File: src/rtl/sctl_pkg.sv
package sctl_pkg;
  localparam int WORD_BITS = 16;
  localparam int ATT_W     = 8;
  localparam int CNT_W     = $clog2(WORD_BITS + 2);

  localparam int ADDR_HI   = 10;
  localparam int ADDR_LO   = 9;
  localparam int LOAD_BIT  = 8;

  typedef enum logic [1:0] {
    REG_ATT_L = 2'b00,
    REG_ATT_R = 2'b01,
    REG_FMT   = 2'b10,
    REG_CLK   = 2'b11
  } reg_sel_e;

  typedef struct packed {
    logic [1:0] out_len;
    logic [1:0] in_len;
    logic       deemph;
    logic       mute_n;
  } fmt_reg_t;

  typedef struct packed {
    logic [1:0] rate;
    logic       clk_half;
    logic       slow;
    logic       common;
    logic       lr_inv;
    logic       i2s;
  } clk_reg_t;

  localparam fmt_reg_t FMT_RESET = '{out_len: 2'b00, in_len: 2'b00,
                                     deemph: 1'b0, mute_n: 1'b1};
  localparam clk_reg_t CLK_RESET = '0;
  localparam logic [ATT_W-1:0] ATT_RESET = '1;
endpackage

File: src/rtl/sctl_sync.sv
module sctl_sync #(
  parameter int LINES  = 3,
  parameter int STAGES = 2
) (
  input  logic             clk,
  input  logic             rst_n,
  input  logic [LINES-1:0] async_in,
  output logic [LINES-1:0] level,
  output logic [LINES-1:0] rise
);
  for (genvar g = 0; g < LINES; g++) begin : g_line
    logic [STAGES-1:0] chain;
    logic              last;
    always_ff @(posedge clk or negedge rst_n) begin
      if (!rst_n) begin
        chain <= '0;
        last  <= 1'b0;
      end else begin
        chain <= {chain[STAGES-2:0], async_in[g]};
        last  <= chain[STAGES-1];
      end
    end
    assign level[g] = chain[STAGES-1];
    assign rise[g]  = chain[STAGES-1] & ~last;
  end
endmodule

File: src/rtl/sctl_deser.sv
module sctl_deser
  import sctl_pkg::*;
(
  input  logic                 clk,
  input  logic                 rst_n,
  input  logic                 shift_rise,
  input  logic                 latch_rise,
  input  logic                 data_lvl,
  output logic                 wr_valid,
  output logic [WORD_BITS-1:0] wr_word,
  output logic [CNT_W-1:0]     bit_cnt
);
  localparam logic [CNT_W-1:0] CNT_FULL = CNT_W'(WORD_BITS);
  localparam logic [CNT_W-1:0] CNT_OVER = CNT_W'(WORD_BITS + 1);

  logic [WORD_BITS-1:0] shreg;

  always_ff @(posedge clk or negedge rst_n) begin
    if (!rst_n) begin
      shreg    <= '0;
      bit_cnt  <= '0;
      wr_valid <= 1'b0;
      wr_word  <= '0;
    end else begin
      wr_valid <= 1'b0;
      if (latch_rise) begin
        bit_cnt <= '0;
        if (bit_cnt == CNT_FULL) begin
          wr_valid <= 1'b1;
          wr_word  <= shreg;
        end
      end else if (shift_rise) begin
        shreg <= {shreg[WORD_BITS-2:0], data_lvl};
        if (bit_cnt != CNT_OVER) bit_cnt <= bit_cnt + 1'b1;
      end
    end
  end
endmodule

File: src/rtl/sctl_bank.sv
module sctl_bank
  import sctl_pkg::*;
(
  input  logic                 clk,
  input  logic                 rst_n,
  input  logic                 wr_valid,
  input  logic [WORD_BITS-1:0] wr_word,
  output logic [ATT_W-1:0]     app_left,
  output logic [ATT_W-1:0]     app_right,
  output fmt_reg_t             fmt_q,
  output clk_reg_t             clk_q
);
  logic [ATT_W-1:0] store_left, store_right;
  reg_sel_e         sel;
  logic             load;
  logic [ATT_W-1:0] code;
  fmt_reg_t         fmt_d;
  clk_reg_t         clk_d;

  assign sel  = reg_sel_e'(wr_word[ADDR_HI:ADDR_LO]);
  assign load = wr_word[LOAD_BIT];
  assign code = wr_word[ATT_W-1:0];

  always_comb begin
    fmt_d.out_len = wr_word[6:5];
    fmt_d.in_len  = wr_word[4:3];
    fmt_d.deemph  = wr_word[1];
    fmt_d.mute_n  = wr_word[0];
    clk_d.rate     = wr_word[6:5];
    clk_d.clk_half = wr_word[4];
    clk_d.slow     = wr_word[3];
    clk_d.common   = wr_word[2];
    clk_d.lr_inv   = wr_word[1];
    clk_d.i2s      = wr_word[0];
  end

  always_ff @(posedge clk or negedge rst_n) begin
    if (!rst_n) begin
      store_left  <= ATT_RESET;
      store_right <= ATT_RESET;
      app_left    <= ATT_RESET;
      app_right   <= ATT_RESET;
      fmt_q       <= FMT_RESET;
      clk_q       <= CLK_RESET;
    end else if (wr_valid) begin
      unique case (sel)
        REG_ATT_L: begin
          store_left <= code;
          if (load) begin
            app_left  <= code;
            app_right <= clk_q.common ? code : store_right;
          end
        end
        REG_ATT_R: begin
          store_right <= code;
          if (load) begin
            app_left  <= store_left;
            app_right <= clk_q.common ? store_left : code;
          end
        end
        REG_FMT: fmt_q <= fmt_d;
        REG_CLK: clk_q <= clk_d;
      endcase
    end
  end
endmodule

File: src/rtl/sctl_regfile.sv
module sctl_regfile
  import sctl_pkg::*;
#(
  parameter int SYNC_STAGES = 2
) (
  input  logic             clk,
  input  logic             rst_n,
  input  logic             cp_latch,
  input  logic             cp_clk,
  input  logic             cp_data,
  output logic [ATT_W-1:0] att_left,
  output logic [ATT_W-1:0] att_right,
  output logic             mute_on,
  output logic             deemph_en,
  output logic [1:0]       deemph_rate,
  output logic             in_i2s,
  output logic [1:0]       in_len,
  output logic [1:0]       out_len,
  output logic             left_high,
  output logic             slow_rolloff,
  output logic             clkout_half
);
  logic [2:0]           lvl, rise;
  logic                 wr_valid;
  logic [WORD_BITS-1:0] wr_word;
  logic [CNT_W-1:0]     bit_cnt;
  fmt_reg_t             fmt_q;
  clk_reg_t             clk_q;
  logic                 latch_rise;

  sctl_sync #(.LINES(3), .STAGES(SYNC_STAGES)) u_sync (
    .clk(clk), .rst_n(rst_n),
    .async_in({cp_latch, cp_clk, cp_data}),
    .level(lvl), .rise(rise)
  );

  assign latch_rise = rise[2];

  sctl_deser u_deser (
    .clk(clk), .rst_n(rst_n),
    .shift_rise(rise[1]), .latch_rise(latch_rise), .data_lvl(lvl[0]),
    .wr_valid(wr_valid), .wr_word(wr_word), .bit_cnt(bit_cnt)
  );

  sctl_bank u_bank (
    .clk(clk), .rst_n(rst_n),
    .wr_valid(wr_valid), .wr_word(wr_word),
    .app_left(att_left), .app_right(att_right),
    .fmt_q(fmt_q), .clk_q(clk_q)
  );

  assign mute_on      = ~fmt_q.mute_n;
  assign deemph_en    = fmt_q.deemph;
  assign in_len       = fmt_q.in_len;
  assign out_len      = fmt_q.out_len;
  assign deemph_rate  = clk_q.rate;
  assign clkout_half  = clk_q.clk_half;
  assign slow_rolloff = clk_q.slow;
  assign left_high    = ~clk_q.lr_inv;
  assign in_i2s       = clk_q.i2s;
endmodule

File: config.mk
export PLATFORM = sky130hd
export DESIGN_NAME = sctl_regfile
export DESIGN_NICKNAME = d
export VERILOG_FILES = /design/src/rtl/sctl_pkg.sv /design/src/rtl/sctl_sync.sv /design/src/rtl/sctl_deser.sv /design/src/rtl/sctl_bank.sv /design/src/rtl/sctl_regfile.sv
export SDC_FILE = /design/constraint.sdc
export NUM_CORES = 1
export LEC_CHECK = 0
export ABC_AREA = 1
export BUFFER_PORTS_ARGS = -buffer_cell sky130_fd_sc_hd__buf_4
export CORE_ASPECT_RATIO = 1.2
export CORE_MARGIN = 1.5
export CORE_UTILIZATION = 58
export DETAILED_ROUTE_END_ITERATION = 12
export GPL_TIMING_DRIVEN = 0
export PLACE_DENSITY = 0.78
export SYNTH_ARGS = -nofsm -noshare
export SYNTH_HDL_FRONTEND = slang
export SYNTH_SLANG_ARGS = --single-unit
File: constraint.sdc
create_clock -name clk -period 1.8 [get_ports clk]
set_input_delay 0.45 -clock clk [delete_from_list [all_inputs] [get_ports clk]]
set_output_delay 0.45 -clock clk [all_outputs]
set_load 0.005 [all_outputs]
==> impl_metrics.csv <==
group,metric,value,unit
status,status,"finished clean",
logic_synthesis,synth_nets,398,
clocking,cts_buffer_depth,2,
logic_synthesis,ys_ff_latch,81,
finish,area_growth,15.6,%
power,p_clk_share,37.7,%
power,comb_power_share,5.5,%
setup_path,critPathArrivalTime,1040,ps
die,ioPinCount,33,
detailed_routing,routed_wl,6890,µm
timing,post-route-period-util,83.0,%
setup_path,reg2reg_depth,4,
logic_synthesis,synth_ff_type,"dfrtp_1",
detailed_routing,avgViaCountPerCell,5.19,
clocking,cts_buffers,9,
global_route,overflow,0,
die,rows,30,
global_route,grt_start_max_net_pins,82,
finish,design_area,0.00398,mm²
clocking,cts-root-buf,"clkbuf_8",
finish,layout-drive-gt1-share,24.9,%
setup_path,start_kind,"flop",
power,internal-power,2.66,mW
detailed_routing,via_count,2687,
place,gp_routability_congestion,0.852,
clocking,cts_resized,0,
place,dpl-instance-area,0.00378,mm²
power,irDropWorstVdd,0.589,mV
power,p_leak,1.89,nW
timing,max_freq,669,MHz
timing,tightest_slew,963,ps
die,die_y,87.4,µm
setup_path,critPathSlowestCell,"dfstp_2",
global_route,grt_pass1_wl,11600,µm
clocking,cts_max_level,3,
logic_synthesis,synth.top_cell.area_share,34.9,%
min_path,hold_class,"input pin to flop",
clocking,clk-insertion-delay-late,360,ps
detailed_routing,drc_errors,0,
logic_synthesis,synth_warnings,0,
clocking,holdBufCountCts,0,
timing,finClkSkew,9.05,ps
logic_synthesis,synthCells,390,
global_route,track_usage,23.9,%
timing,hold_violations,0,
logic_synthesis,yosysTopAreaCell,"dfrtp_1",
logic_synthesis,mappedNetlistArea,0.00344,mm²
logic_synthesis,ys_types,19,
timing,setup_viol,0,
place,hpwl,4690,µm
timing,slew_viol_final,0,
power,seq_power_share,56.8,%
detailed_routing,dr.pass1.iters,4,
die,initial_core_util,60.3,%
timing,period_needed,1490,ps
die,dieArea,0.00641,mm²
power,power.density,882,mW/mm²
timing,fin_tns_setup,0,ps
place,portBuffers,32,
finish,final_nets,441,
die,core_area,0.00571,mm²
detailed_routing,wl_per_cell,13.3,µm
min_path,min_path_cells,1,
timing,maxSlewHeadroom,35.8,%
power,p_sw,849,µW
setup_path,crit_type,"flop to primary output",
global_route,antenna_found_initial,0,
finish,final_cells,518,
clocking,clock-sinks,81,
logic_synthesis,async_reset_ff_share,100,%
timing,holdWs,191,ps
setup_path,setup.worst_path.end_class,"primary output",
clocking,post_cts_buffers,0,
die,die_w,73.3,µm
finish,nFillCells,505,
clocking,cts_tree,"yes",
power,p_sw_share,24.2,%
timing,rsz0062_at_grt,"false",
setup_path,max_stage_delay,530,ps
global_route,grt_pass1_vias,2640,
detailed_routing,dr.first_iter.drc_count,241,
logic_synthesis,postSynthAreaPerCell,8.83,µm²
finish,utilization,69.8,%
clocking,clk_pin_slew,80,ps
setup_path,critPathRequiredTime,1350,ps
job,cap_violations,0,
logic_synthesis,synth_area_leaders,"dfrtp_1 35%, dfstp_2 25%, nand2_1 17%",
setup_path,worst-path-max-fanout,2,
logic_synthesis,synth_edf_count,0,
setup_path,crit_chain,"inv_1 -> buf_4",
finish,diodes,0,
detailed_routing,antenna_left,0,
place,dp_cells,502,
logic_synthesis,ys_seq_area_share,60.1,%
power by group through the flow:
stage | clock (mW) | combinational, mW | sequential (mW)
2_1_floorplan | 0 | 0.129 | 2.00
3_3_place_gp | 0 | 0.185 | 2.02
3_5_place_dp | 0 | 0.197 | 2.03
4_1_cts | 1.34 | 0.199 | 1.99
5_1_grt | 1.41 | 0.232 | 2.01
6_report | 1.32 | 0.193 | 1.99
registers in the layout, indices dropped and copies added, names as in the netlist:
register,cells
u_bank.app_left,8
u_bank.app_right,8
u_bank.clk_q,7
u_bank.fmt_q,6
u_bank.store_left,8
u_bank.store_right,8
u_deser.bit_cnt,5
u_deser.shreg,11
u_deser.wr_valid,1
u_deser.wr_word,11
u_sync.g_line.chain,6
u_sync.g_line.last,2
stage by stage:
step | worst slack (ps) | power (mW)
2_1_floorplan | 585 | 2.13
3_3_place_gp | 454 | 2.21
3_5_place_dp | 412 | 2.22
4_1_cts | 296 | 3.53
5_1_grt | 250 | 3.65
6_report | 306 | 3.51
worst max-delay path: cells and delay by family (launching register included):
kind	cells	cell delay, ps
buffers and inverters	2	160
flip-flops	1	530
path summary, 6_finish.rpt:
path / from / end / slack (ps)
min: cp_latch / u_sync.g_line[2].chain[0]$_DFF_PN0_ / 190
max: u_bank.fmt_q[0]$_DFFE_PN1P_ / mute_on / 310
max reg2reg: u_deser.wr_word[9]$_DFFE_PN0P_ / u_bank.store_left[1]$_DFFE_PN1P_ / 400
max in group asynchronous: rst_n / u_deser.wr_word[8]$_DFFE_PN0P_ / 930
min reg2reg: u_sync.g_line[1].chain[0]$_DFF_PN0_ / u_sync.g_line[1].chain[1]$_DFF_PN0_ / 350
min in group asynchronous: rst_n / u_bank.fmt_q[3]$_DFFE_PN0P_ / 230
cell type report:
cell class | count | area, µm² | area share (%)
flip-flops and latches | 81 | 2070 | 52.0
multi-input cells | 267 | 1180 | 29.6
repair buffers | 32 | 240 | 6.04
inverters | 21 | 78.8 | 1.98
clock inverters | 5 | 56.3 | 1.41
clock buffers | 11 | 141 | 3.55
plain buffers | 21 | 115 | 2.89
well taps | 80 | 100 | 2.51
per-layer routing:
metal | part of all wire, % | vias to the layer above | global-route usage, %
met5 | 0 | - | 0
met3 | 3.7 | 25 | 5.44
met2 | 49 | 56 | 39.8
met4 | 3.3 | 0 | 12.5
li1 | - | 1319 | -
met1 | 44 | 1287 | 28.9
synthesized netlist by cell type, types with 2 or more instances:
| cell | count |
|---|---|
| clkbuf_1 | 8 |
| buf_2 | 5 |
| inv_1 | 18 |
| nor2_1 | 10 |
| o21ai_1 | 19 |
| nand3_1 | 17 |
| buf_4 | 8 |
| inv_2 | 3 |
| nand2_2 | 2 |
| o21ai_0 | 50 |
| ha_1 | 3 |
| nand2_1 | 153 |
| or2_2 | 9 |
| dfrtp_1 | 48 |
| dfstp_2 | 33 |
cell families (layout without fill, tap and decap cells):
group / after synthesis / count (layout) / share of synthesized area (%)
buffers and inverters: 42 / 90 / 5.63
XOR/XNOR: 1 / 1 / 0.254
flip-flops: 81 / 81 / 60.1
AND/OR/NAND/NOR: 194 / 194 / 22.9
adder cells (fa/ha/maj): 3 / 3 / 1.09
AO/OA/AOI/OAI: 69 / 69 / 10.0
placed cells by master, fill, tap and decap left out, drive strengths merged, types with 9 or more instances in the layout:
cell,netlist,final
nand2,155,155
o21ai,69,69
dfrtp,48,48
buf,13,45
dfstp,33,33
inv,21,21
clkbuf,8,19
nand3,18,18
nor2,11,11
or2,9,9
Power figures use the tool's default switching activity.
